$ cat src/rtl/bsr_pkg.sv
package bsr_pkg;
  // number of boundary slots appended after the padded word
  localparam int BND_W = 2;

  typedef enum logic {
    PH_LOW  = 1'b0,
    PH_HIGH = 1'b1
  } half_e;
endpackage

$ cat src/rtl/bsr_strobe_capture.sv
module bsr_strobe_capture #(
  parameter int DATA_W = 22
) (
  input  logic              clk,
  input  logic              rst_n,
  input  logic              strobe_i,
  input  logic [DATA_W-1:0] data_i,
  input  logic              frame_end_i,
  output logic              load_vld_o,
  output logic [DATA_W-1:0] load_word_o
);
  logic [2:0]        sync_q, sync_d;
  logic [DATA_W-1:0] hold_q, hold_d;
  logic              hvld_q, hvld_d;
  logic              edge_w;

  assign edge_w = sync_q[1] & ~sync_q[2];

  always_comb begin
    sync_d = {sync_q[1:0], strobe_i};
    hold_d = hold_q;
    hvld_d = hvld_q;
    if (edge_w) begin
      hold_d = data_i;
      hvld_d = 1'b1;
    end else if (frame_end_i) begin
      hvld_d = 1'b0;
    end
  end

  always_ff @(posedge clk or negedge rst_n) begin
    if (!rst_n) begin
      sync_q <= '0;
      hold_q <= '0;
      hvld_q <= 1'b0;
    end else begin
      sync_q <= sync_d;
      if (edge_w) hold_q <= hold_d;
      hvld_q <= hvld_d;
    end
  end

  assign load_vld_o  = hvld_q;
  assign load_word_o = hold_q;


  hold_set_chk: assert property (@(posedge clk) disable iff (!rst_n)
    edge_w |=> load_vld_o);

  hold_clr_chk: assert property (@(posedge clk) disable iff (!rst_n)
    (frame_end_i && !edge_w) |=> !load_vld_o);
endmodule

$ cat src/rtl/bsr_slot_timer.sv
module bsr_slot_timer #(
  parameter int FRAME_W = 26,
  parameter int SLOT_W  = $clog2(FRAME_W)
) (
  input  logic                clk,
  input  logic                rst_n,
  output logic [SLOT_W-1:0]   slot_o,
  output bsr_pkg::half_e      half_o,
  output logic                frame_end_o
);
  import bsr_pkg::*;

  localparam logic [SLOT_W-1:0] LAST = SLOT_W'(FRAME_W - 1);

  logic [SLOT_W-1:0] slot_q, slot_d;
  half_e             ph_q, ph_d;

  always_comb begin
    ph_d   = (ph_q == PH_LOW) ? PH_HIGH : PH_LOW;
    slot_d = slot_q;
    if (ph_q == PH_HIGH) begin
      slot_d = (slot_q == LAST) ? '0 : slot_q + SLOT_W'(1);
    end
  end

  always_ff @(posedge clk or negedge rst_n) begin
    if (!rst_n) begin
      slot_q <= '0;
      ph_q   <= PH_LOW;
    end else begin
      slot_q <= slot_d;
      ph_q   <= ph_d;
    end
  end

  assign slot_o      = slot_q;
  assign half_o      = ph_q;
  assign frame_end_o = (ph_q == PH_HIGH) && (slot_q == LAST);


  slot_range_chk: assert property (@(posedge clk) disable iff (!rst_n)
    slot_q <= LAST);
endmodule

$ cat src/rtl/bsr_frame_shifter.sv
module bsr_frame_shifter #(
  parameter int DATA_W  = 22,
  parameter int WORD_W  = 24,
  parameter int FRAME_W = 26,
  parameter int SLOT_W  = $clog2(FRAME_W)
) (
  input  logic                clk,
  input  logic                rst_n,
  input  logic [SLOT_W-1:0]   slot_i,
  input  bsr_pkg::half_e      half_i,
  input  logic                frame_end_i,
  input  logic                load_vld_i,
  input  logic [DATA_W-1:0]   load_word_i,
  output logic                sck_o,
  output logic                sd_o
);
  import bsr_pkg::*;

  logic [FRAME_W-1:0] built_w;
  logic [FRAME_W-1:0] frame_q, frame_d;
  logic               fvld_q, fvld_d;
  logic               sck_q, sck_d, sd_q, sd_d;
  logic               boundary_w;

  // word, zero padding, then the two boundary slots derived from the last word slot
  always_comb begin
    built_w                = '0;
    built_w[DATA_W-1:0]    = load_word_i;
    built_w[WORD_W]        = ~built_w[WORD_W-1];
    built_w[WORD_W+1]      =  built_w[WORD_W-1];
  end

  always_comb begin
    frame_d = frame_q;
    fvld_d  = fvld_q;
    if (frame_end_i) begin
      frame_d = load_vld_i ? built_w : '0;
      fvld_d  = load_vld_i;
    end
  end

  assign boundary_w = fvld_q && (slot_i >= SLOT_W'(WORD_W));

  always_comb begin
    sck_d = (half_i == PH_HIGH) || boundary_w;
    sd_d  = frame_q[slot_i];
  end

  always_ff @(posedge clk or negedge rst_n) begin
    if (!rst_n) begin
      frame_q <= '0;
      fvld_q  <= 1'b0;
      sck_q   <= 1'b1;
      sd_q    <= 1'b0;
    end else begin
      if (frame_end_i) begin
        frame_q <= frame_d;
        fvld_q  <= fvld_d;
      end
      sck_q <= sck_d;
      sd_q  <= sd_d;
    end
  end

  assign sck_o = sck_q;
  assign sd_o  = sd_q;

  // checker state: length of the current high run on the forwarded clock
  logic [2:0] hi_run_q;
  always_ff @(posedge clk or negedge rst_n) begin
    if (!rst_n) hi_run_q <= '0;
    else if (!sck_q) hi_run_q <= '0;
    else if (hi_run_q != 3'd7) hi_run_q <= hi_run_q + 3'd1;
  end


  hi_run_chk: assert property (@(posedge clk) disable iff (!rst_n)
    hi_run_q <= 3'd5);

  low_one_cycle_chk: assert property (@(posedge clk) disable iff (!rst_n)
    $fell(sck_o) |=> $rose(sck_o));

  data_off_rise_chk: assert property (@(posedge clk) disable iff (!rst_n)
    !$stable(sd_o) |-> !$rose(sck_o));
endmodule

$ cat src/rtl/boundary_serializer.sv
module boundary_serializer #(
  parameter int DATA_W = 22,
  parameter int PAD_W  = 2
) (
  input  logic              clk,
  input  logic              rst_n,
  input  logic              strobe_i,
  input  logic [DATA_W-1:0] data_i,
  output logic              sck_o,
  output logic              sd_o
);
  import bsr_pkg::*;

  localparam int WORD_W  = DATA_W + PAD_W;
  localparam int FRAME_W = WORD_W + BND_W;
  localparam int SLOT_W  = $clog2(FRAME_W);

  logic [1:0]        rst_pipe_q;
  logic              rst_int_n;
  logic [SLOT_W-1:0] slot_w;
  half_e             half_w;
  logic              frame_end_w;
  logic              load_vld_w;
  logic [DATA_W-1:0] load_word_w;

  always_ff @(posedge clk or negedge rst_n) begin
    if (!rst_n) rst_pipe_q <= '0;
    else        rst_pipe_q <= {rst_pipe_q[0], 1'b1};
  end
  assign rst_int_n = rst_pipe_q[1];

  bsr_slot_timer #(.FRAME_W(FRAME_W), .SLOT_W(SLOT_W)) u_timer (
    .clk         (clk),
    .rst_n       (rst_int_n),
    .slot_o      (slot_w),
    .half_o      (half_w),
    .frame_end_o (frame_end_w)
  );

  bsr_strobe_capture #(.DATA_W(DATA_W)) u_capture (
    .clk         (clk),
    .rst_n       (rst_int_n),
    .strobe_i    (strobe_i),
    .data_i      (data_i),
    .frame_end_i (frame_end_w),
    .load_vld_o  (load_vld_w),
    .load_word_o (load_word_w)
  );

  bsr_frame_shifter #(.DATA_W(DATA_W), .WORD_W(WORD_W), .FRAME_W(FRAME_W), .SLOT_W(SLOT_W)) u_shifter (
    .clk         (clk),
    .rst_n       (rst_int_n),
    .slot_i      (slot_w),
    .half_i      (half_w),
    .frame_end_i (frame_end_w),
    .load_vld_i  (load_vld_w),
    .load_word_i (load_word_w),
    .sck_o       (sck_o),
    .sd_o        (sd_o)
  );
endmodule

$ cat config.mk
export PLATFORM = sky130hd
export DESIGN_NAME = boundary_serializer
export DESIGN_NICKNAME = d
export VERILOG_FILES = /design/src/rtl/bsr_pkg.sv /design/src/rtl/bsr_strobe_capture.sv /design/src/rtl/bsr_slot_timer.sv /design/src/rtl/bsr_frame_shifter.sv /design/src/rtl/boundary_serializer.sv
export SDC_FILE = /design/constraint.sdc
export NUM_CORES = 1
export LEC_CHECK = 0
export BUFFER_PORTS_ARGS = -buffer_cell sky130_fd_sc_hd__buf_2
export CAP_MARGIN = 40
export CORE_MARGIN = 8
export CORE_UTILIZATION = 58
export DETAILED_ROUTE_END_ITERATION = 10
export PLACE_DENSITY = 0.86
export SLEW_MARGIN = 20
export SYNTH_ARGS = -nofsm -noshare
export SYNTH_HDL_FRONTEND = slang
export SYNTH_SLANG_ARGS = --single-unit
$ cat constraint.sdc
create_clock -name clk -period 2.1 [get_ports clk]
set_input_delay 0.21 -clock clk [delete_from_list [all_inputs] [get_ports clk]]
set_output_delay 0.21 -clock clk [all_outputs]
set_load 0.01 [all_outputs]
# [Yosys cells after proc, flatten, opt, wreduce, memory -nomap -nowiden]
# Index checks and enable logic that the tools add are counted.
[word_totals] elab_cells=27 reg_bits=63 ram_bits=0 input_bits=25 n_memories=0 latch_bits=0 mem_bits_ro=0
[classes] n_lt_le_gt_ge=2 div=0 add_sub_neg=1 eq_ne=1 n_mux=7 multipliers=0 bitwise=2 n_reduce_logical=4 n_shift=0
[op_table] operator="2-to-1 mux 25 bit" count=1
[op_table] operator="less-than comparator 5 x 6 -> 1 bit, second input constant" count=1
[op_table] operator="adder 5 x 1 -> 5 bit, second input constant" count=1
[op_table] operator="binary-select mux 1 bit (select 5 bit)" count=1
[op_table] operator="equality test 5 bit, second input constant" count=1
[op_table] operator=">= comparator 5 bit, second input constant" count=1
[op_table] operator="2-to-1 mux 5 bit" count=1
[op_table] operator="2-to-1 mux 1 bit" count=4
[op_table] operator="logical AND 1 bit" count=2
[op_table] operator="nonzero test 2 bit" count=1
[op_table] operator="bitwise AND 1 bit" count=1
[op_table] operator="logical OR 1 bit" count=1
[op_table] operator="NOT 1 bit" count=1

# [Longest topological paths before layout]
[depth] depth_word=4 depth_mapped=8 ltp_nobuf=5

# [Cells and area by module]
# Synthesis repeated with hierarchy kept, for this count alone.
[hier_totals] cells_unflattened=215 hier_area_um2=2652.5
[by_module_without_submodules] mod="bsr_frame_shifter" area_per_inst_um2=1227.4 cells_per_inst=126 instances=1
[by_module_without_submodules] mod="bsr_strobe_capture" area_per_inst_um2=1046.0 cells_per_inst=54 instances=1
[by_module_without_submodules] mod="bsr_slot_timer" area_per_inst_um2=325.3 cells_per_inst=32 instances=1
[by_module_without_submodules] mod="boundary_serializer" area_per_inst_um2=53.8 cells_per_inst=3 instances=1

# [Least setup slack after synthesis]
# No wires, ideal clock.
[synth_path] path_type="register to register" start="register u_timer.slot_q[1] (netlist: u_timer.slot_o[1])" end="register u_shifter.frame_q[10]" path_slack_ns=0.520 path_stages_with_launch=9 path_buffers=3 setup_ns=0.119 t_arrival_ns=1.462 period_less_slack_ns=1.580 path_cell_list="dfrtp_1 > buf_6 > inv_1 > ha_1 > and3_1 > buf_4 > nand2_4 > buf_6 > a21bo_1"
[synth_via] elab_chain_len=2
[synth_lines] element="start: declaration" line="bsr_slot_timer.sv:15" source="logic [SLOT_W-1:0] slot_q, slot_d;"
[synth_lines] element="start signal: assignment" line="bsr_slot_timer.sv:31" source="slot_q <= slot_d;"
[synth_lines] element="equality test 5 bit" line="bsr_slot_timer.sv:38" source="assign frame_end_o = (ph_q == PH_HIGH) && (slot_q == LAST);"
[synth_lines] element="logical AND 1 bit" line="bsr_slot_timer.sv:38"
[synth_lines] element="end signal: assignment" line="bsr_frame_shifter.sv:57" source="frame_q <= frame_d;"
[synth_lines] element="end: declaration" line="bsr_frame_shifter.sv:20" source="logic [FRAME_W-1:0] frame_q, frame_d;"
# No other way between the ends.
# A chain may end at the register's enable or synchronous reset.

# [Final worst setup path]
[layout_path] start="register u_timer.slot_q[1] (netlist: u_timer.slot_o[1])" end="register u_shifter.frame_q[20]"
# The elaborated chain is that of the path after synthesis.

==> results list <==
* Register area: 1479 um^2
* Number of nets in the layout: 244
- Period Utilization, post-route: 0.8861
- EDFF count, synth: 0
* Data required time at the worst endpoint: 2.36 ns
- In the global route stage, overall resource usage came out at 0.1464.
* Int Power: 0.001844 W
- P per Cell Area: 791.7 nW/um^2
* Starting DRT DRC Count: 74
- In this run, distinct cell masters in the synthesized netlist total 33.
- Clock tree sinks: 59
* CP Class: reg -> reg
- Of the total power, combinational logic draws 0.046.
- Setup violations remaining at the end of the flow were counted as 0.
* Global route total overflow: 0
- In this run the clock root is driven by a clkbuf_8.
- Summing all multi-input logic gate instances after layout gives 1013 um^2.
- Dividing the detail-routed wire length by the instance count gives 17.46 um.
- Final-layout fill cell count: 299
* Max Slew Vio Count: 0
- Worst hold path class: in -> reg
- The number of hold violations in the final report came to 0.
* Vias per cell: 5.875
- Summing over every cut layer, the via total after detailed routing is 1604.
- Post-CTS sizing: 0
* Placed cell area: 2756 um^2
- Maximum clock skew at final layout: 0.008051 ns
- Port-buffer cells: 26
* Diodes inserted: 0
* Clock slew at reported path FFs: 0.06 ns
* Crit-path max cell delay: 0.48 ns
- Setup repair after global routing left no endpoint under its margin.
- Data on the critical path arrives at its endpoint at 2.12 ns.
* Yosys reg bits: 59
- The Yosys step of the flow raised 0 warnings.
- Part of the Yosys area used for sequential elements: 0.5632
- The congestion estimate from routability-driven global placement came to 0.8910.
- Initial antenna violation count: 0
* Fraction of power consumed by sequential logic: 0.529
- Fraction of post-synthesis cell area in the top cell type by area: 0.5532
- Among all flip-flop cells after synthesis, the most frequent one is dfrtp_1.
- Share of flip-flops with an asynchronous set or reset after synthesis: 1.000
- Highest achievable clock rate: 537.4 MHz
* Most frequent cell after synthesis: dfrtp_1
- The floorplan step defined a core boundary enclosing 4354 um^2.
- Synthesis handed over a netlist of 189 instances.
* Final setup TNS: 0 ns
- Yosys attributes the largest share of cell area to dfrtp_1 (55%), mux2_1 (9.9%), a21bo_1 (8.4%).
- Library cell occupying the most area in the post-synthesis netlist: dfrtp_1
- Top-level I/O count: 27
- Post-layout minimum cycle time: 1.861 ns
* Post-synthesis instance area: 2624 um^2
- Number of DRC violations after detailed routing: 0
* Half-perimeter wire length after detailed placement: 3123 um
- Of the total power, the share spent switching nets is 0.2161.
- Chain of cells forming the critical path: inv_1, ha_1, and3_1, buf_4, nand4_1, a21bo_1
- IR analysis of the VDD net gives a maximum drop of 0.6803 mV.
* Antenna Nets Post-Route: 0
- Critical Path End Type: register
* CTS tree: built
- Slowest cell on the critical path: dfrtp_1
- Compared with the post-synthesis result, the final layout area differs by 13.26%.
- Number of global-route vias before repair: 1698
- In the synthesized netlist, the cells that appear most often are dfrtp_1 (58), mux2_1 (23), a21bo_1 (22), nand4_1 (22).
- The later pin in the worst-skew pair is clocked with a latency of 0.33 ns.
* Transition time at the pin with the least slew margin: 0.7419 ns
* Mean post-synth cell area: 13.88 um^2
- Once layout is done, the placed cells without fillers occupy 2972 um^2.
* Pwr Total: 0.002353 W
* Routed Wire Length: 4767 um
* Maximum number of pins on one net before global-route repair: 43
- The critical path contains buffers and inverters numbering 2 combined.
- Buffer levels on the longest clock path: 2
* Number of buffers created by CTS: 9
- The first TritonRoute pass finished after 4 iterations.
- Switching power total: 0.0005084 W
- The first global-routing pass estimated 8190 um of wire.
* Worst slew margin relative to its limit: 0.5054
- Counting every net in the synthesized netlist gives 217.
- Broken down by cell family, the worst path's largest delay share belongs to flip-flops.
- The initial utilization of the core area, before any placement, comes to 0.6026.
- Die Ht: 83.26 um
- STA classifies the critical path startpoint as a register.
- Fraction of final layout cells with drive strength greater than 1: 0.2398
- Site Rows: 24
- Die width: 83.26 um
- Static Leak: 1.577 nW
- The floorplan step defined a die boundary enclosing 6932 um^2.
- Along the worst path, the maximum fanout reaches 23.
- Number of H-tree levels: 3
* Max Cap Viol: 0
- The flow ran to the end, and the final reports show no timing, DRC or antenna violations.
- The share of total power dissipated in the clock network is 0.425.
-- final timing paths --
| kind | start | depth (start not counted) | endpoint | slack, ns |
|---|---|---|---|---|
| setup / recovery | u_timer.slot_o[1]$_DFFE_PN0P_ | 6 | u_shifter.frame_q[20]$_DFFE_PN0P_ | 0.24 |
| hold / removal | data_i[7] | 2 | u_capture.load_word_o[7]$_DFFE_PN0P_ | 0.09 |
| setup reg to reg | u_timer.slot_o[1]$_DFFE_PN0P_ | 6 | u_shifter.frame_q[20]$_DFFE_PN0P_ | 0.24 |
| hold reg to reg | rst_pipe_q[1]$_DFF_PN0_ | 0 | u_capture.load_word_o[3]$_DFFE_PN0P_ | 0.19 |
| max in group asynchronous | rst_pipe_q[1]$_DFF_PN0_ | 1 | u_shifter.sck_o$_DFF_PN1_ | 1.32 |
| min in group asynchronous | rst_n | 2 | rst_pipe_q[1]$_DFF_PN0_ | 0.19 |
-- layer usage --
layer	vias up	routed length (um)	track usage
li1	758	-	-
met1	807	2068	0.1657
met2	31	2457	0.2405
met3	8	177	0.06152
met4	0	63	0.05272
met5	-	0	0
-- area by class of cell --
cell class	instances	area share
multi-input cells	109	0.3411
repair buffers	34	0.06989
inverters	3	0.003789
well taps	52	0.02189
clock buffers	12	0.04884
clock inverters	4	0.01684
flip-flops and latches	59	0.4977
-- logic make-up after synthesis --
family / share of synthesized area
DFF: 0.5632
and+or+nand+nor: 0.08917
AOI/OAI and AO/OA: 0.1140
muxes: 0.1664
buffers and inverters: 0.05150
adders and majority gates: 0.01431
other: 0.001429
-- layout by cell type, fill, tap and decap left out, drive strengths merged, types with 2 or more instances in the layout --
master / netlist / layout
nand2: 5 / 5
dlygate4sd3: 0 / 2
mux2i: 5 / 5
a21bo: 22 / 22
mux4: 5 / 5
dfrtp: 58 / 58
nand4: 22 / 22
clkinvlp: 0 / 2
clkbuf: 7 / 12
buf: 11 / 32
inv: 3 / 3
nand3: 7 / 7
nor2b: 2 / 2
mux2: 23 / 23
o21ai: 3 / 3
ha: 3 / 3
-- timing repair --
action                    4_1_cts  5_1_grt
buffers inserted                0        0
hold buffers                    2        0
hold endpoints to repair        3        0
-- through the flow --
step,hold WS [ns],setup slack [ns],cells,util
after floorplan,-0.08559,0.3375,189,-
after global routing,0.07585,0.1078,273,0.6825
after global placement,-0.005007,0.3704,255,0.6330
after CTS,0.07441,0.2329,273,0.6825
after detailed placement,-0.003075,0.3081,255,0.6330
final,0.09123,0.2392,273,0.6825
-- state kept, by name, summed over array words and instances, names as in the netlist --
register and count:
rst_pipe_q 2, u_capture.load_vld_o 1, u_capture.load_word_o 22, u_capture.sync_q 3, u_shifter.frame_q 23, u_shifter.sck_o 1
u_shifter.sd_o 1, u_timer.half_o 1, u_timer.slot_o 5
-- power groups by stage --
stage	clock, W	combinational [W]	sequential (W)
floorplan	0	0.0000549	0.00126
global placement	0	0.0000992	0.00126
detailed placement	0	0.000106	0.00127
CTS	0.00103	0.000111	0.00125
global route	0.00107	0.000120	0.00125
finish	0.00100	0.000108	0.00124
No activity file was read; power rests on OpenSTA's default activity.
